**src/rtl/hsc_pkg.sv**
```systemverilog
package hsc_pkg;

  typedef enum logic [1:0] {
    ST_IDLE  = 2'd0,
    ST_WFE   = 2'd1,
    ST_WFI   = 2'd2
  } hsc_state_e;

  // next value of the sticky event bit: a set beats a same-cycle consume
  function automatic logic evt_next(input logic set, input logic held, input logic consume);
    return set | (held & ~consume);
  endfunction

  function automatic logic is_asleep(input hsc_state_e st);
    return st != ST_IDLE;
  endfunction

endpackage

```
**src/rtl/hsc_pend_edge.sv**
```systemverilog
module hsc_pend_edge #(
  parameter int NUM_IRQ = 8
) (
  input  logic               clk,
  input  logic               rst,
  input  logic [NUM_IRQ-1:0] pend_i,
  output logic [NUM_IRQ-1:0] rise_o,
  output logic               any_o
);

  logic [NUM_IRQ-1:0] prev_q;

  generate
    for (genvar gi = 0; gi < NUM_IRQ; gi++) begin : g_line
      always_ff @(posedge clk) begin
        if (rst) prev_q[gi] <= 1'b0;
        else     prev_q[gi] <= pend_i[gi];
      end
      assign rise_o[gi] = pend_i[gi] & ~prev_q[gi];
    end
  endgenerate

  assign any_o = |pend_i;

endmodule

```
**src/rtl/hsc_event_latch.sv**
```systemverilog
module hsc_event_latch (
  input  logic clk,
  input  logic rst,
  input  logic set_i,
  input  logic consume_i,
  output logic q_o
);

  logic held_q;

  always_ff @(posedge clk) begin
    if (rst) held_q <= 1'b0;
    else     held_q <= hsc_pkg::evt_next(set_i, held_q, consume_i);
  end

  assign q_o = held_q;

endmodule

```
**src/rtl/hsc_sleep_fsm.sv**
```systemverilog
module hsc_sleep_fsm
  import hsc_pkg::*;
(
  input  logic clk,
  input  logic rst,
  input  logic wfe_i,
  input  logic wfi_i,
  input  logic latch_i,
  input  logic any_pend_i,
  output logic sleep_req_o,
  output logic done_o,
  output logic consume_o
);

  hsc_state_e state_q, state_d;

  always_comb begin
    state_d   = state_q;
    done_o    = 1'b0;
    consume_o = 1'b0;
    case (state_q)
      ST_IDLE: begin
        if (wfe_i) begin
          if (latch_i) begin
            done_o    = 1'b1;
            consume_o = 1'b1;
          end else begin
            state_d = ST_WFE;
          end
        end else if (wfi_i) begin
          if (any_pend_i) done_o = 1'b1;
          else            state_d = ST_WFI;
        end
      end
      ST_WFE: begin
        if (latch_i) begin
          done_o    = 1'b1;
          consume_o = 1'b1;
          state_d   = ST_IDLE;
        end
      end
      ST_WFI: begin
        if (any_pend_i) begin
          done_o  = 1'b1;
          state_d = ST_IDLE;
        end
      end
      default: state_d = ST_IDLE;
    endcase
  end

  always_ff @(posedge clk) begin
    if (rst) state_q <= ST_IDLE;
    else     state_q <= state_d;
  end

  assign sleep_req_o = is_asleep(state_q);

endmodule

```
**src/rtl/hint_sleep_ctrl.sv**
```systemverilog
module hint_sleep_ctrl #(
  parameter int NUM_IRQ = 8
) (
  input  logic               clk,
  input  logic               rst,
  input  logic               wfe_i,
  input  logic               wfi_i,
  input  logic               sev_i,
  input  logic               ext_evt_i,
  input  logic               sev_on_pend_i,
  input  logic [NUM_IRQ-1:0] irq_pend_i,
  output logic               sleep_req_o,
  output logic               hint_done_o,
  output logic               evt_latch_o
);

  // named internal events, observed by the bound checker
  logic [NUM_IRQ-1:0] pend_rise_w;
  logic               pend_any_w;
  logic               evt_set_w;
  logic               evt_consume_w;

  hsc_pend_edge #(.NUM_IRQ(NUM_IRQ)) u_edge (
    .clk    (clk),
    .rst    (rst),
    .pend_i (irq_pend_i),
    .rise_o (pend_rise_w),
    .any_o  (pend_any_w)
  );

  assign evt_set_w = sev_i | ext_evt_i | (sev_on_pend_i & (|pend_rise_w));

  hsc_event_latch u_latch (
    .clk       (clk),
    .rst       (rst),
    .set_i     (evt_set_w),
    .consume_i (evt_consume_w),
    .q_o       (evt_latch_o)
  );

  hsc_sleep_fsm u_fsm (
    .clk         (clk),
    .rst         (rst),
    .wfe_i       (wfe_i),
    .wfi_i       (wfi_i),
    .latch_i     (evt_latch_o),
    .any_pend_i  (pend_any_w),
    .sleep_req_o (sleep_req_o),
    .done_o      (hint_done_o),
    .consume_o   (evt_consume_w)
  );

endmodule

```
**config.mk**
```make
export PLATFORM = sky130hd
export DESIGN_NAME = hint_sleep_ctrl
export DESIGN_NICKNAME = d
export VERILOG_FILES = /design/src/rtl/hsc_pkg.sv /design/src/rtl/hsc_pend_edge.sv /design/src/rtl/hsc_event_latch.sv /design/src/rtl/hsc_sleep_fsm.sv /design/src/rtl/hint_sleep_ctrl.sv
export SDC_FILE = /design/constraint.sdc
export NUM_CORES = 1
export LEC_CHECK = 0
export BUFFER_PORTS_ARGS = -buffer_cell sky130_fd_sc_hd__buf_2
export CORE_AREA = 3 3 40 42
export CTS_BUF_LIST = sky130_fd_sc_hd__clkbuf_8
export CTS_CLUSTER_SIZE = 8
export DETAILED_ROUTE_END_ITERATION = 7
export DIE_AREA = 0 0 43 45
export GPL_TIMING_DRIVEN = 0
export PLACE_DENSITY_LB_ADDON = 0.08
export SETUP_SLACK_MARGIN = 0.1
export SYNTH_ARGS = -nofsm -noshare
export SYNTH_HDL_FRONTEND = slang
export SYNTH_SLANG_ARGS = --single-unit
```
**constraint.sdc**
```tcl
create_clock -name clk -period 0.9 [get_ports clk]
set_input_delay 0.135 -clock clk [delete_from_list [all_inputs] [get_ports clk]]
set_output_delay 0.135 -clock clk [all_outputs]
set_load 0.02 [all_outputs]
```
==> implementation parameters, run 1 <==
Parameter                              Value

Outcome
  Outcome ... finished with violations
  Failing checks ... negative setup slack

Detailed routing
  Final wirelength ... 908 um
  Routed length per placed instance ... 10.8 um
  Post-DR vias/cell ... 4.62
  First DRT Iteration DRCs ... 0
  DRC violations left ... 0
  Vias after detailed routing ... 388
  Total iterations of the first detailed-routing run ... 1
  DRT antenna net count ... 0

Timing
  Number of endpoints failing setup at the final stage ... 3
  Slew of the pin with the lowest slew margin ... 434 ps
  Slew margin rel. ... 71.1%
  Minimum clock period ... 1150 ps
  Final setup skew ... 2.27 ps
  Worst hold slack ... 75.1 ps
  Maximum frequency from static timing analysis ... 872 MHz
  Share of the clock period used by the worst path ... 127%
  Setup repair after global routing missed its margin ... true
  Count of endpoints failing hold in the final timing report ... 0
  Count of final max-slew check failures ... 0
  Min setup slack post-route ... -247 ps

Global routing
  Total routing usage reported by global routing ... 11.7%
  Global-route congestion overflow total ... 0
  Antenna violations before repair ... 0
  Busiest metal layer after global routing ... met2
  Met3 usage in global routing ... 7.17%
  Pin count of the biggest net entering global routing ... 11
  Via count of the first global-routing pass ... 395
  Global Route met1 Usage ... 12.2%
  Global-route met2 utilization ... 19.8%
  First-pass GRT wire length ... 1600 um

Yosys
  Portion of netlist area occupied by mux cells ... 0%
  Simple-gate share of the synthesized area ... 20.8%
  Synthesized area per cell ... 8.84 um^2
  Compound-cell area share of the yosys netlist ... 16.3%
  Synthesized net count ... 62
  Number of distinct library cell variants in the gate-level netlist after synthesis ... 15
  Adder-cell area share of the yosys netlist ... 0%
  Count of state elements after synthesis ... 11
  XOR/XNOR Fraction of Synth Area ... 0%
  Main combinational cell family by area after synthesis ... simple AND/OR/NAND/NOR gates
  Area of the mapped netlist ... 415 um^2
  Synthesized instance count ... 47
  Warnings, synthesis ... 0
  Post-synthesis sequential area ratio ... 53.0%

Clock network
  Clock tree from TritonCTS ... built
  Cell chosen for the clock root ... sky130_fd_sc_hd__clkbuf_8
  Worst-Skew Late Latency ... 240 ps
  Depth of the CTS H-tree ... 1
  Inserted Clock Buffers ... 3
  Count of hold-fix buffers inserted at cts ... 0
  Count of clock tree sinks ... 11
  Clock Pin Slew Worst Setup and Hold Paths ... 50 ps
  Maximum root-to-sink buffer count ... 2

Finish
  Final non-filler cell area ... 646 um^2
  Antenna diode count ... 0
  Number of non-filler instances in the completed layout ... 84
  # fillers ... 122
  Final net count ... 85
  Area added between synthesis and finish ... 55.4%
  Layout cells sized above 1 ... 55.1%

Pwr
  Switching Power ... 276 uW
  Part of the total power dissipated in combinational logic ... 13.8%
  Internal power summed over all cells ... 897 uW
  Leakage power figure ... 0.306 nW
  Sequential fraction of design power ... 44.9%
  Power after layout ... 1.17 mW
  VDD IR-drop max ... 0.974 mV
  Switching fraction of total power ... 23.5%
  Part of the total power dissipated in the clock network ... 41.3%
  Pwr/cell area ... 1820 mW/mm^2

Setup path
  Crit-path max FO ... 3
  Setup slack of the worst register-to-register path ... -60 ps
  Crit path launch type ... register
  Req. time, crit path ... 760 ps
  Endpoint type of the worst setup path ... output pin
  End of the worst register-to-register path ... u_latch.q_o
  Reg-to-Reg Start ... u_edge.prev_q[6]
  Worst setup path category ... register to output pin
  Arrival time worst endpoint ... 1010 ps
  Logic depth of the worst register-to-register path ... 3

Floorplanning
  Die Span Y ... 45 um
  Die Width ... 43 um
  Die area ... 0.00194 mm^2
  Placement row count ... 13
  Initial core utilization ... 32.3%
  Total core area ... 0.00128 mm^2
  Top-level I/O count ... 18

Hold path
  Class of the most critical hold timing path ... input pin to register
  Worst hold path cell count ... 2
  Critical hold path startpoint ... rst
  End point of the worst hold path ... u_fsm.state_q[1]

Placement
  Cell Count Post-Placement ... 79
  Global placement routability congestion ... 0.682
  Dpl cell area ... 527 um^2
  Post-detailed-placement half-perimeter wirelength ... 699 um
  Pre-CTS setup slack ... -194 ps
  Input/output buffers ... 17

Job
  Max-cap viol count ... 0
-- synthesized netlist by cell type --
library cell | count | area [um^2]
sky130_fd_sc_hd__a211oi_1 | 1 | 7.51
sky130_fd_sc_hd__a21oi_1 | 2 | 10.0
sky130_fd_sc_hd__clkbuf_1 | 1 | 3.75
sky130_fd_sc_hd__dfxtp_1 | 11 | 220
sky130_fd_sc_hd__inv_1 | 9 | 33.8
sky130_fd_sc_hd__inv_2 | 1 | 3.75
sky130_fd_sc_hd__nand2_1 | 1 | 3.75
sky130_fd_sc_hd__nor2_1 | 9 | 33.8
sky130_fd_sc_hd__nor3_1 | 1 | 5.00
sky130_fd_sc_hd__nor4_2 | 3 | 37.5
sky130_fd_sc_hd__o21bai_1 | 1 | 7.51
sky130_fd_sc_hd__o22ai_1 | 4 | 25.0
sky130_fd_sc_hd__o2bb2ai_1 | 1 | 8.76
sky130_fd_sc_hd__o41ai_1 | 1 | 8.76
sky130_fd_sc_hd__or2_2 | 1 | 6.26
-- cell usage in the layout, fill, tap and decap left out, types with 3 or more instances in the layout --
cell / n
sky130_fd_sc_hd__inv_1: 9
sky130_fd_sc_hd__clkbuf_8: 3
sky130_fd_sc_hd__buf_2: 14
sky130_fd_sc_hd__nor2_1: 8
sky130_fd_sc_hd__nor4_2: 3
sky130_fd_sc_hd__buf_6: 3
sky130_fd_sc_hd__dfxtp_2: 4
sky130_fd_sc_hd__dfxtp_1: 6
sky130_fd_sc_hd__o22ai_1: 3
-- metal layers --
layer	wire (um)	vias to the layer above
li1	-	200
met1	356	175
met2	470	10
met3	71	3
met4	8	0
met5	0	-
-- worst max-delay path, stage by stage, from the launching register on --
cell	delay, ps
sky130_fd_sc_hd__dfxtp_2	330
sky130_fd_sc_hd__o21bai_4	180
sky130_fd_sc_hd__o2bb2ai_2	130
sky130_fd_sc_hd__buf_6	130
-- cell families after synthesis --
| logic type | after synthesis |
|---|---|
| buf+inv | 11 |
| flops | 11 |
| compound gates | 10 |
| simple gates | 15 |
-- state kept, by name, summed over array words and instances (netlist names) --
name and flops:
u_edge.prev_q 8, u_fsm.state_q 2, u_latch.q_o 1
-- cell type report --
class	count	area [um^2]	area share [%]
flip-flops and latches	11	229	35.5
multi-input cells	25	199	30.8
repair buffers	18	111	17.2
clock buffers	3	41.3	6.40
inverters	10	37.5	5.81
well taps	15	18.8	2.91
clock inverters	1	5.00	0.775
plain buffers	1	3.75	0.581
-- power groups by stage --
stage                     registers [mW]  logic (mW)  clock network [mW]
after global placement             0.534       0.129                   0
final                              0.527       0.162               0.484
after global routing               0.529       0.180               0.536
after CTS                          0.524       0.157               0.504
after floorplan                    0.535      0.0660                   0
after detailed placement           0.534       0.129                   0
-- worst max path at each step --
stage               depth (start not counted)           to             start
global placement                            5  hint_done_o     irq_pend_i[5]
floorplan                                   3  u_latch.q_o  u_edge.prev_q[1]
CTS                                         4  hint_done_o  u_fsm.state_q[1]
finish                                      3  hint_done_o  u_fsm.state_q[1]
global route                                3  hint_done_o  u_fsm.state_q[1]
detailed placement                          5  hint_done_o     irq_pend_i[5]
-- per-stage QoR --
stage / TNS, ps / util (%)
final: -544 / 50.2
after global routing: -697 / 50.2
after CTS: -575 / 48.8
after detailed placement: -415 / 41.0
after global placement: -390 / 41.0
after floorplan: 0 / -
-- repair_timing --
action / 4_1_cts / 5_1_grt
pin swaps: 1 / 2
gates resized for setup: 13 / 5
setup endpoints to repair: 5 / 5
setup buffers: 1 / 0
No activity file was read; power rests on OpenSTA's default activity.
==> run 2: changes to the inputs <==
Settings changed: SETUP_SLACK_MARGIN 0.1 to not set, SLEW_MARGIN set to 25.
==> run 2 against run 1 <==
Against the previous run:
- highest routed layer unchanged
- sequential power about the same
- critical path type unchanged
- the run still ends with negative setup slack left
- clock power down 2%
- final cell count rose by 1.2%
- setup slack improved by 4.7 ps
- count of clock-buffer cells in the layout did not move
==> implementation parameters, run 2 (same netlist as run 1, synthesis figures left out) <==
Parameter                              Value

Detailed routing
  Routed length per placed instance ... 11.6 um (+7.6%)
  Total iterations of the first detailed-routing run ... 4 (+3)
  DRC violations left ... 0 (unchanged)
  Post-DR vias/cell ... 4.54 (-1.7%)
  First DRT Iteration DRCs ... 6 (+6)
  DRT antenna net count ... 0 (unchanged)
  Vias after detailed routing ... 386 (-0.52%)
  Final wirelength ... 989 um (+8.9%)

Finish
  Leading cell type in the layout, fill and taps excluded ... sky130_fd_sc_hd__buf_2
  Max reg flops ... 8 (unchanged)
  Final net count ... 86 (+1.2%)
  Area added between synthesis and finish ... 54.2%
  Layout cells sized above 1 ... 51.4% (-3.6 points)
  Largest Register ... u_edge.prev_q
  Antenna diode count ... 0 (unchanged)
  # fillers ... 139 (+14%)
  Commonest cells after routing, fill and taps aside ... 14 x sky130_fd_sc_hd__buf_2, 10 x sky130_fd_sc_hd__inv_1, 8 x sky130_fd_sc_hd__nor2_1, 8 x sky130_fd_sc_hd__dfxtp_1, 4 x sky130_fd_sc_hd__o22ai_1

Clock network
  Maximum root-to-sink buffer count ... 2 (unchanged)
  Cell chosen for the clock root ... sky130_fd_sc_hd__clkbuf_8
  Count of clock tree sinks ... 11 (unchanged)
  Clock Pin Slew Worst Setup and Hold Paths ... 50 ps (about the same)
  Count of hold-fix buffers inserted at cts ... 0 (unchanged)
  Worst-Skew Late Latency ... 240 ps (about the same)
  Inserted Clock Buffers ... 3 (unchanged)
  Clock tree from TritonCTS ... built
  Depth of the CTS H-tree ... 1 (unchanged)

Setup path
  CP Launch Point ... u_fsm.state_q[1]
  Worst setup path category ... register to output pin
  Setup slack of the worst register-to-register path ... -120 ps (-60 ps)
  Arrival time worst endpoint ... 1010 ps (about the same)
  End of the worst register-to-register path ... u_latch.q_o
  Capture point of the worst path ... hint_done_o
  Endpoint type of the worst setup path ... output pin
  Req. time, crit path ... 760 ps (about the same)
  Crit-path max FO ... 3 (unchanged)
  Stage delay of the slowest cell on the critical path ... 330 ps (about the same)
  Library cell contributing the largest single delay on the critical path ... sky130_fd_sc_hd__dfxtp_2
  Crit path cell chain ... o21bai_4, o2bb2ai_2, buf_6
  Crit path launch type ... register
  Reg-to-Reg Start ... u_fsm.state_q[1]
  Logic depth of the worst register-to-register path ... 4 (+1)

Hold path
  Critical hold path startpoint ... rst
  Class of the most critical hold timing path ... input pin to register

Timing
  Setup repair after global routing missed its margin ... true
  Minimum clock period ... 1140 ps (-4.70 ps)
  Slew of the pin with the lowest slew margin ... 451 ps (+17.4 ps)
  Share of the clock period used by the worst path ... 127% (-0.52 points)
  Maximum frequency from static timing analysis ... 875 MHz (+0.41%)
  Number of endpoints failing setup at the final stage ... 3 (unchanged)
  Final setup skew ... 2.19 ps (-0.0834 ps)
  Worst hold slack ... 76.2 ps (+1.13 ps)
  Count of final max-slew check failures ... 0 (unchanged)
  Setup tns final ... -598 ps (-53.8 ps)
  Count of endpoints failing hold in the final timing report ... 0 (unchanged)
  Min setup slack post-route ... -243 ps (+4.70 ps)
  Slew margin rel. ... 69.9% (-1.2 points)

Placement
  Global placement routability congestion ... 0.687 (+0.76%)
  Input/output buffers ... 17 (unchanged)
  Post-detailed-placement half-perimeter wirelength ... 706 um (+1.1%)

Global routing
  Total routing usage reported by global routing ... 11.7% (unchanged)
  Antenna violations before repair ... 0 (unchanged)
  First-pass GRT wire length ... 1620 um (+1.3%)
  Global-route congestion overflow total ... 0 (unchanged)
  Pin count of the biggest net entering global routing ... 11 (unchanged)
  Via count of the first global-routing pass ... 364 (-7.8%)

Pwr
  Switching Power ... 271 uW (-1.6%)
  VDD IR-drop max ... 0.924 mV (-5.1%)
  Power after layout ... 1.16 mW (-0.76%)
  Leakage power figure ... 0.307 nW (+0.11%)
  Switching fraction of total power ... 23.3% (-0.21 points)
  Part of the total power dissipated in combinational logic ... 14.2% (+0.4 points)
  Pwr/cell area ... 1820 mW/mm^2 (about the same)
  Internal power summed over all cells ... 892 uW (-0.49%)
  Sequential fraction of design power ... 45.2% (+0.3 points)
  Part of the total power dissipated in the clock network ... 40.6% (-0.7 points)

Floorplanning
  Placement row count ... 13 (unchanged)
  Initial core utilization ... 32.3% (unchanged)
  Die Span Y ... 45 um (unchanged)
  Die Width ... 43 um (unchanged)
  Die area ... 0.00194 mm^2 (unchanged)
  Top-level I/O count ... 18 (unchanged)
  Total core area ... 0.00128 mm^2 (unchanged)

Outcome
  Failing checks ... negative setup slack
  Outcome ... finished with violations

Job
  Max-cap viol count ... 0 (unchanged)
run 2: cell types whose count changed in the layout (fill, tap and decap cells not counted):
| cell | previous run | this run |
|---|---|---|
| sky130_fd_sc_hd__clkinv_2 | 1 | 0 |
| sky130_fd_sc_hd__buf_4 | 1 | 2 |
| sky130_fd_sc_hd__dfxtp_2 | 4 | 2 |
| sky130_fd_sc_hd__o22ai_1 | 3 | 4 |
| sky130_fd_sc_hd__a211oi_2 | 0 | 1 |
| sky130_fd_sc_hd__a211oi_1 | 1 | 0 |
| sky130_fd_sc_hd__o22ai_2 | 1 | 0 |
| sky130_fd_sc_hd__a21oi_4 | 1 | 0 |
| sky130_fd_sc_hd__a21oi_2 | 0 | 1 |
| sky130_fd_sc_hd__inv_1 | 9 | 10 |
| sky130_fd_sc_hd__dfxtp_1 | 6 | 8 |
run 2: worst min path at each step:
stage	end	slack, ps	cells past startpoint
after global placement	u_fsm.state_q[1]	330	2
after CTS	u_fsm.state_q[1]	70	2
final	u_fsm.state_q[1]	80	2
after global routing	u_fsm.state_q[1]	70	2
after detailed placement	u_fsm.state_q[1]	330	2
after floorplan	u_fsm.state_q[1]	210	1
run 2: critical path, delay by kind of cell, from the launching register on:
kind	cells	cell delay, ps
compound gates	2	320
buf+inv	1	130
flops	1	330
run 2: metal layers:
metal  up-vias  global-route usage [%]  wire length, um
met4         0                    7.23               17
li1        203                       -                -
met5         -                       0                0
met3         4                    3.59               73
met1       166                    13.9              426
met2        13                    18.6              472
run 2: layout make-up:
cell class	count	area (um^2)	share of cell area (%)
Sequential cell	11	226	35.4
Multi-Input combinational cell	25	190	29.7
Timing Repair Buffer	19	119	18.6
Clock buffer	3	41.3	6.45
Inverter	10	37.5	5.86
Tap cell	15	18.8	2.93
Clock inverter	1	3.75	0.586
Buffer	1	3.75	0.586
run 2: stage by stage:
stage | worst slack [ps] | std cells | util [%] | area, um^2
2_1_floorplan | -1.97 | 47 | - | 422
3_3_place_gp | -176 | 79 | 40.9 | 526
3_5_place_dp | -184 | 79 | 40.9 | 526
4_1_cts | -242 | 85 | 49.0 | 629
5_1_grt | -292 | 85 | 49.9 | 641
6_report | -243 | 85 | 49.9 | 641
run 2: repair_timing:
action,4_1_cts,5_1_grt
buffers inserted,2,0
endpoints found under the setup margin,4,3
gates resized for setup,12,4
pin swaps,1,0
run 2: power groups by stage:
stage	logic, mW	clock network, mW	registers (mW)
3_5_place_dp	0.129	0	0.533
5_1_grt	0.181	0.513	0.527
4_1_cts	0.160	0.489	0.527
3_3_place_gp	0.129	0	0.533
6_report	0.165	0.473	0.526
2_1_floorplan	0.0659	0	0.535
==> run 3: changes to the inputs <==
Settings changed: CORE_AREA 3 3 40 42 to 5 5 42 44, DIE_AREA 0 0 43 45 to 0 0 47 49.
==> run 3 against run 2 <==
Against the previous run:
- largest cell class unchanged
- critical path type unchanged
- combinational power about the same
- first-iteration DRC count down 50%
- sequential power about the same
- the flow still finishes with violations (negative setup slack)
- die area up 19%
- final cell count up 2.4%
- total power about the same
==> implementation parameters, run 3 (same netlist as run 1, synthesis figures left out) <==
Parameter                              Value

Floorplanning
  Total core area ... 0.00140 mm^2 (+9.1%)
  Die Span Y ... 49 um (+8.9%)
  Placement row count ... 14 (+1)
  Die Width ... 47 um (+9.3%)
  Initial core utilization ... 29.6% (-2.7 points)
  Top-level I/O count ... 18 (unchanged)
  Die area ... 0.00230 mm^2 (+19%)

Detailed routing
  Routed length per placed instance ... 11.2 um (-3.4%)
  Vias after detailed routing ... 385 (-0.26%)
  Total iterations of the first detailed-routing run ... 4 (unchanged)
  DRT antenna net count ... 0 (unchanged)
  Final wirelength ... 978 um (-1.1%)
  Post-DR vias/cell ... 4.43 (-2.6%)
  First DRT Iteration DRCs ... 3 (-3)
  DRC violations left ... 0 (unchanged)

Pwr
  Power after layout ... 1.16 mW (about the same)
  Leakage power figure ... 0.318 nW (+3.8%)
  Pwr/cell area ... 1750 mW/mm^2 (-3.9%)
  VDD IR-drop max ... 0.962 mV (+4.1%)

Timing
  Number of endpoints failing setup at the final stage ... 3 (unchanged)
  Count of endpoints failing hold in the final timing report ... 0 (unchanged)
  Maximum frequency from static timing analysis ... 888 MHz (+1.5%)
  Setup repair after global routing missed its margin ... true
  Min setup slack post-route ... -226 ps (+17.0 ps)
  Slew margin rel. ... 70.5% (+0.60 points)
  Slew of the pin with the lowest slew margin ... 442 ps (-8.99 ps)
  Setup tns final ... -496 ps (+102 ps)
  Final setup skew ... 2.17 ps (-0.0205 ps)
  Minimum clock period ... 1130 ps (-17.0 ps)
  Share of the clock period used by the worst path ... 125% (-1.9 points)
  Count of final max-slew check failures ... 0 (unchanged)

Finish
  Final net count ... 87 (+1.2%)
  Layout cells sized above 1 ... 57.7% (+6.3 points)
  Commonest cells after routing, fill and taps aside ... 14 x sky130_fd_sc_hd__buf_2, 10 x sky130_fd_sc_hd__inv_1, 9 x sky130_fd_sc_hd__nor2_1
  Largest Register ... u_edge.prev_q
  Leading cell type in the layout, fill and taps excluded ... sky130_fd_sc_hd__buf_2
  # fillers ... 154 (+11%)
  Multi-input logic area ... 206 um^2 (+8.6%)
  Area added between synthesis and finish ... 60.5%
  Max reg flops ... 8 (unchanged)
  Antenna diode count ... 0 (unchanged)
  Post-layout utilization of the core ... 47.6% (-2.3 points)
  Area occupied by registers ... 231 um^2 (+2.2%)

Hold path
  End point of the worst hold path ... u_fsm.state_q[1]
  Critical hold path startpoint ... rst
  Class of the most critical hold timing path ... input pin to register
  Worst hold path cell count ... 2 (unchanged)

Setup path
  Setup slack of the worst register-to-register path ... -70 ps (+50 ps)
  Crit path launch type ... register
  Stage delay of the slowest cell on the critical path ... 330 ps (about the same)
  End of the worst register-to-register path ... u_latch.q_o
  Req. time, crit path ... 760 ps (about the same)
  Arrival time worst endpoint ... 990 ps (-20 ps)
  Crit-path max FO ... 3 (unchanged)
  Endpoint type of the worst setup path ... output pin
  Worst setup path category ... register to output pin
  Reg-to-Reg Start ... u_edge.prev_q[1]
  Library cell contributing the largest single delay on the critical path ... sky130_fd_sc_hd__dfxtp_2
  Logic depth of the worst register-to-register path ... 3 (-1)
  Crit path cell chain ... o21bai_4, o2bb2ai_2, buf_6

Global routing
  Total routing usage reported by global routing ... 10.4% (-1.3 points)
  First-pass GRT wire length ... 1640 um (+0.86%)
  Global-route congestion overflow total ... 0 (unchanged)
  Pin count of the biggest net entering global routing ... 11 (unchanged)
  Antenna violations before repair ... 0 (unchanged)
  Via count of the first global-routing pass ... 386 (+6.0%)

Clock network
  Clock Pin Slew Worst Setup and Hold Paths ... 50 ps (about the same)
  Inserted Clock Buffers ... 3 (unchanged)
  Count of clock tree sinks ... 11 (unchanged)
  Depth of the CTS H-tree ... 1 (unchanged)
  Count of hold-fix buffers inserted at cts ... 0 (unchanged)
  Maximum root-to-sink buffer count ... 2 (unchanged)
  Cell chosen for the clock root ... sky130_fd_sc_hd__clkbuf_8
  Clock tree from TritonCTS ... built
  Worst-Skew Late Latency ... 230 ps (about the same)

Placement
  Pre-CTS setup slack ... -189 ps (-5.32 ps)
  Input/output buffers ... 17 (unchanged)
  Post-detailed-placement half-perimeter wirelength ... 783 um (+11%)
  Global placement routability congestion ... 0.693 (+0.80%)

Outcome
  Outcome ... finished with violations
  Failing checks ... negative setup slack

Job
  Max-cap viol count ... 0 (unchanged)
## run 3: cell count changes in the layout (fill, tap and decap cells not counted), moves of 2 or more
cell / change
sky130_fd_sc_hd__dfxtp_1: -4
sky130_fd_sc_hd__dfxtp_2: +4
sky130_fd_sc_hd__buf_4: +2
sky130_fd_sc_hd__o22ai_1: -2
sky130_fd_sc_hd__o22ai_2: +2
## run 3: how the worst max path moves through the flow
stage	startpoint	slack, ps	to	depth (start not counted)
2_1_floorplan	u_latch.q_o	-2	hint_done_o	2
3_3_place_gp	irq_pend_i[1]	-190	hint_done_o	5
3_5_place_dp	irq_pend_i[1]	-190	hint_done_o	5
4_1_cts	u_fsm.state_q[1]	-240	hint_done_o	4
5_1_grt	u_fsm.state_q[1]	-270	hint_done_o	4
6_report	u_fsm.state_q[1]	-230	hint_done_o	3
## run 3: final cells by class
class,instances,area share (%)
Sequential cell,11,34.7
Buffer,1,0.563
Tap cell,16,3.00
Clock buffer,3,6.19
Multi-Input combinational cell,25,31.0
Timing Repair Buffer,20,18.4
Inverter,10,5.63
Clock inverter,1,0.563
## run 3: worst max-delay path, delay by kind of cell (launching register included)
family                 cells  cell delay, ps
flip-flops                 1             330
AO/OA/AOI/OAI              2             300
buffers and inverters      1             130
## run 3: repair_timing
action | 4_1_cts | 5_1_grt
pin swaps | 5 | 5
setup buffers | 2 | 1
setup endpoints to repair | 4 | 3
resized for setup | 17 | 4
## run 3: routing by layer
metal | GRT usage, % | share of wire [%]
met1 | 13.9 | 46
met2 | 12.9 | 43
met3 | 3.32 | 9.4
met4 | 8.29 | 0.82
met5 | 0 | 0
## run 3: through the flow
step	area, um^2	hold slack, ps	std cells
2_1_floorplan	422	209	47
3_3_place_gp	527	321	80
3_5_place_dp	527	328	80
4_1_cts	642	69.4	86
5_1_grt	667	80.5	87
6_report	667	69.9	87
## run 3: report_power, final
group | total, mW | switching (mW) | internal (mW)
Sequential | 0.529 | 0.0142 | 0.515
Clock | 0.467 | 0.169 | 0.298
Combinational | 0.168 | 0.0844 | 0.0832
Total | 1.16 | 0.268 | 0.896
